**config.mk**
```make
export PLATFORM = sky130hd
export DESIGN_NAME = lp_wake_ctrl
export DESIGN_NICKNAME = d
export VERILOG_FILES = /design/src/rtl/lp_wake_ctrl.sv
export SDC_FILE = /design/constraint.sdc
export NUM_CORES = 1
export LEC_CHECK = 0
export BUFFER_PORTS_ARGS = -buffer_cell sky130_fd_sc_hd__buf_2
export CORE_MARGIN = 3
export CORE_UTILIZATION = 49
export CTS_BUF_LIST = sky130_fd_sc_hd__clkbuf_8
export DETAILED_ROUTE_END_ITERATION = 16
export GPL_ROUTABILITY_DRIVEN = 0
export GPL_TIMING_DRIVEN = 0
export PLACE_DENSITY = 0.95
export SETUP_SLACK_MARGIN = 0.3
export SLEW_MARGIN = 20
export SYNTH_ARGS = -nofsm -noshare
export SYNTH_HDL_FRONTEND = slang
export SYNTH_SLANG_ARGS = --single-unit
```
**constraint.sdc**
```tcl
create_clock -name clk -period 3.85 [get_ports clk]
set_clock_uncertainty 0.2 [all_clocks]
set_input_delay 0.385 -clock clk [delete_from_list [all_inputs] [get_ports clk]]
set_output_delay 0.385 -clock clk [all_outputs]
set_load 0.005 [all_outputs]
```
**src/rtl/lp_wake_ctrl.sv**
```systemverilog
module lp_wake_ctrl #(
  parameter int NPERIPH  = 8,
  parameter int IRQ_W    = 4,
  parameter int STAB_LEN = 16
) (
  input  logic               clk,
  input  logic               por_n,
  input  logic               sleep_req,
  input  logic               halt_req,
  input  logic [IRQ_W-1:0]   irq_req,
  input  logic [IRQ_W-1:0]   irq_mask,
  input  logic               pin_rst_n,
  input  logic               rtc_alarm,
  input  logic               wdt_timeout,
  input  logic               wdt_lf_sel,
  input  logic               wdt_rst_en,
  input  logic               dbg_rst,
  input  logic               bo_event,
  input  logic               bo_en,
  input  logic               lf_tick,
  input  logic               gate_we,
  input  logic [NPERIPH-1:0] gate_wdata,
  output logic               osc_en,
  output logic               sysclk_en,
  output logic               cpuclk_en,
  output logic               pc_adv_en,
  output logic               sys_rst,
  output logic [NPERIPH-1:0] per_clk_en,
  output logic [NPERIPH-1:0] gate_q,
  output logic [2:0]         rst_cause
);

  localparam int CW = (STAB_LEN > 1) ? $clog2(STAB_LEN) : 1;
  localparam logic [CW-1:0] LAST = CW'(STAB_LEN - 1);

  typedef enum logic [1:0] {RUN, HALT, SLEEP, STAB} st_t;

  st_t           st;
  logic [CW-1:0] cnt;

  logic in_sleep, pin_hit, bo_hit, wdt_hit, dbg_hit, rtc_hit, any_rst, wake_irq;
  logic [2:0] cause_nxt;

  assign in_sleep = (st == SLEEP);
  assign pin_hit  = !pin_rst_n;
  assign bo_hit   = bo_event && bo_en;
  assign wdt_hit  = wdt_timeout && wdt_rst_en && (!in_sleep || wdt_lf_sel);
  assign dbg_hit  = dbg_rst;
  assign rtc_hit  = rtc_alarm && in_sleep;
  assign any_rst  = pin_hit || bo_hit || wdt_hit || dbg_hit || rtc_hit;
  assign wake_irq = |(irq_req & ~irq_mask);

  always_comb begin
    if (pin_hit)      cause_nxt = 3'd1;
    else if (bo_hit)  cause_nxt = 3'd5;
    else if (wdt_hit) cause_nxt = 3'd3;
    else if (dbg_hit) cause_nxt = 3'd4;
    else              cause_nxt = 3'd2;
  end

  always_ff @(posedge clk or negedge por_n) begin
    if (!por_n) begin
      st        <= STAB;
      cnt       <= '0;
      rst_cause <= 3'd0;
      gate_q    <= '0;
    end else if (any_rst) begin
      st        <= STAB;
      cnt       <= '0;
      rst_cause <= cause_nxt;
      gate_q    <= '0;
    end else begin
      case (st)
        RUN: begin
          if (gate_we) gate_q <= gate_wdata;
          if (sleep_req)     st <= SLEEP;
          else if (halt_req) st <= HALT;
        end
        HALT:  if (wake_irq) st <= RUN;
        SLEEP: ;
        STAB: begin
          if (lf_tick) begin
            if (cnt == LAST) begin
              st  <= RUN;
              cnt <= '0;
            end else begin
              cnt <= cnt + 1'b1;
            end
          end
        end
        default: st <= STAB;
      endcase
    end
  end

  assign osc_en     = (st != SLEEP);
  assign sysclk_en  = (st == RUN) || (st == HALT);
  assign cpuclk_en  = (st == RUN);
  assign pc_adv_en  = (st == RUN);
  assign sys_rst    = (st == STAB);
  assign per_clk_en = sysclk_en ? ~gate_q : '0;


  sleep_entry_chk: assert property (@(posedge clk) disable iff (!por_n)
    (st == RUN && sleep_req && !any_rst) |=> (!osc_en && !sysclk_en && !cpuclk_en && per_clk_en == '0));


  halt_entry_chk: assert property (@(posedge clk) disable iff (!por_n)
    (st == RUN && halt_req && !sleep_req && !any_rst) |=> (osc_en && sysclk_en && !cpuclk_en && !pc_adv_en));


  halt_wake_chk: assert property (@(posedge clk) disable iff (!por_n)
    (st == HALT && wake_irq && !any_rst) |=> (cpuclk_en && !sys_rst));


  release_on_tick_chk: assert property (@(posedge clk) disable iff (!por_n)
    $fell(sys_rst) |-> $past(lf_tick));


  wdt_ignored_chk: assert property (@(posedge clk) disable iff (!por_n)
    (in_sleep && wdt_timeout && !(wdt_lf_sel && wdt_rst_en) && pin_rst_n && !rtc_alarm && !dbg_rst && !bo_hit)
      |=> (!sys_rst && !osc_en));


  gate_applied_chk: assert property (@(posedge clk) disable iff (!por_n)
    (st == RUN && gate_we && !sleep_req && !halt_req && !any_rst) |=> ((per_clk_en & $past(gate_wdata)) == '0));

endmodule

```
==> reports/qor.yml <==
critical_path:
  slowest_stage: "dfstp_2"
  critPathKind: "reg -> out"
  crit_path_max_fanout: 10
  crit_path_max_incr_delay_ns: 0.56
  worst_setup_path_end_kind: "primary output"
  r2r_cells: 6
  path_delay_family: "flip-flops"
  worst-path-buf-inv: 3
  cp.required_ns: 3.26
  path_cells: "inv_1 -> ha_1 -> buf_2 -> nor2_1 -> nor2_1 -> buf_2"
  cp-start-kind: "flop"
  crit_cells: 6
  arrival_ns: 2.03
global_routing:
  grt.overflow.total: 0
  antenna_found_initial: 0
  grt_pass1_wl_um: 4230
  first_global_vias: 983
  grt_max_degree: 18
  globalRouteTotalUtil: 0.206
power:
  p_leak_nw: 0.720
  vdd_drop_max_mv: 0.171
  powerDensity_nw_per_um2: 262
layout:
  layout_common_cells: "53 x buf_2, 17 x nand2_1, 15 x dfrtp_1"
  diodes: 0
  layout_commonest_cell: "buf_2"
  multi_input_area_um2: 505
  nets: 203
  area_growth_pct: 34.7
  fillers: 121
  drive_above_1_share: 0.443
  seqCellArea_um2: 428
detailed_routing:
  postRouteAntennaNets: 0
  vias: 991
  drcViolationCount: 0
  post_drt_wl_per_cell_um: 13.2
  wl_um: 2540
  drt_pass1_iterations: 4
  routed_via_density: 5.16
  drt_iter0_drc: 15
yosys:
  synth.area.top_cells: "dfrtp_1 38%, a21oi_2 7.9%, nand2_1 6.4%"
  yosys.area.top_type: "dfrtp_1"
  synth_nets: 145
  synth-seq-area-share: 0.429
  yosys.cell_types.count: 31
  syn_inst: 110
  ys_seq_elements: 17
  yosysWarningCount: 0
  synth_area_um2: 998
  synth_area_per_cell_um2: 9.08
  yosysTopAreaCellShare: 0.376
sta:
  fin_ws_ns: 1.23
  worstMarginPinSlew_ns: 0.560
  grt_setup_unrepaired: "false"
  setup_tns_ns: 0
  fmax_mhz: 382
  drv_slew: 0
  slew_headroom: 0.625
  hold_violations: 0
  post-route-min-period_ns: 2.62
  setup_viol: 0
  period_share: 0.680
place:
  portBuffers: 52
  dpl.hpwl_um: 2050
  pre_cts_ws_ns: 1.50
clocking:
  clkTransAtPathRegs_ns: 0.06
  clock-sinks: 17
  clock_path_buffers: 2
  cts_resized: 0
  clock_latency_ns: 0.25
  cts-root-buf: "clkbuf_8"
  htree_levels: 1
  cts_tree: "yes"
  numCtsBuffers: 3
die:
  io_pins: 54
  die_h_um: 51.1
  row_count: 15
  fp.coreArea_um2: 1820
  die_x_um: 51.1
  start_util: 0.548
  die_area_um2: 2620
hold_path:
  min_path_cells: 2
  hold_path.class: "in -> reg"
status:
  status: "complete, no violations"
job:
  maxCapViolations: 0
final timing paths:
kind / startpoint / endpoint / slack (ns)
setup / recovery: st[0] / per_clk_en[1] / 1.23
hold / removal: pin_rst_n / rst_cause[0] / 0.18
setup reg to reg: st[0] / st[0] / 1.87
hold reg to reg: rst_cause[2] / rst_cause[2] / 0.31
max in group asynchronous: por_n / st[1] / 2.76
min in group asynchronous: por_n / cnt[3] / 0.38
cell type report:
cell class | instances | area share
buffer | 4 | 0.0205
tap | 25 | 0.0233
sequential | 17 | 0.318
clock inverter | 1 | 0.00279
clock buffer | 3 | 0.0307
inverter | 10 | 0.0279
multi-input combinational | 79 | 0.376
timing repair buffer | 53 | 0.201
Yosys cell counts:
library cell / n
nand2_1: 17
dfrtp_1: 15
nand3_1: 11
nor2_1: 10
a21oi_2: 9
inv_1: 9
a21oi_1: 5
ha_1: 5
o21ai_0: 3
a221o_1: 2
dfstp_2: 2
nand4_1: 2
nor2_2: 2
a22o_1: 1
a311oi_1: 1
buf_2: 1
buf_4: 1
buf_6: 1
clkbuf_1: 1
inv_2: 1
nand2b_1: 1
nor2b_1: 1
nor2b_4: 1
nor3b_1: 1
o2111ai_1: 1
o2111ai_4: 1
o211ai_1: 1
o21ai_1: 1
o221ai_1: 1
or3_1: 1
xor2_1: 1
where the power goes:
part / internal [mW] / switching [mW] / total [mW] / leakage (nW)
sequential: 0.182 / 0.00183 / 0.183 / 0.224
clock: 0.0706 / 0.0574 / 0.128 / 0.0269
combinational: 0.0189 / 0.0219 / 0.0408 / 0.469
state kept, by name, indices dropped and copies added, names as in the netlist:
name	cells
cnt	4
gate_q	8
st	2
rst_cause	3
through the flow:
stage | area [um^2] | power, mW | utilization | instances | hold WS (ns)
after detailed placement | 1290 | 0.227 | 0.709 | 187 | 0.122
after CTS | 1350 | 0.354 | 0.739 | 192 | 0.180
after global routing | 1350 | 0.366 | 0.739 | 192 | 0.190
after floorplan | 998 | 0.202 | - | 110 | -0.111
final | 1350 | 0.352 | 0.739 | 192 | 0.181
after global placement | 1290 | 0.225 | 0.709 | 187 | 0.114
repair_timing:
| item | in CTS | in global routing |
|---|---|---|
| setup buffers | 0 | 0 |
| hold endpoints to repair | 15 | 0 |
| hold buffers | 1 | 0 |
kinds of logic after synthesis:
logic type,after synthesis,share of synthesized area
AND/OR/NAND/NOR,47,0.222
AO/OA/AOI/OAI,26,0.213
flip-flops,17,0.429
buffers and inverters,14,0.0652
adder cells (fa/ha/maj),5,0.0627
XOR/XNOR,1,0.00877
worst register-to-register path, cell delays in order (launching register included):
cell	delay, ns
dfstp_2	0.56
inv_1	0.07
ha_1	0.28
nor2b_1	0.12
a21oi_1	0.15
o211ai_1	0.15
a221o_1	0.37
routing by layer:
layer  routed length, um  up-vias  track usage
li1                    -      492            -
met1                 954      459        0.238
met2                1420       38        0.410
met3                 156        2       0.0204
met4                   5        0       0.0269
met5                   0        -            0
(Power assumes the default switching activity.)
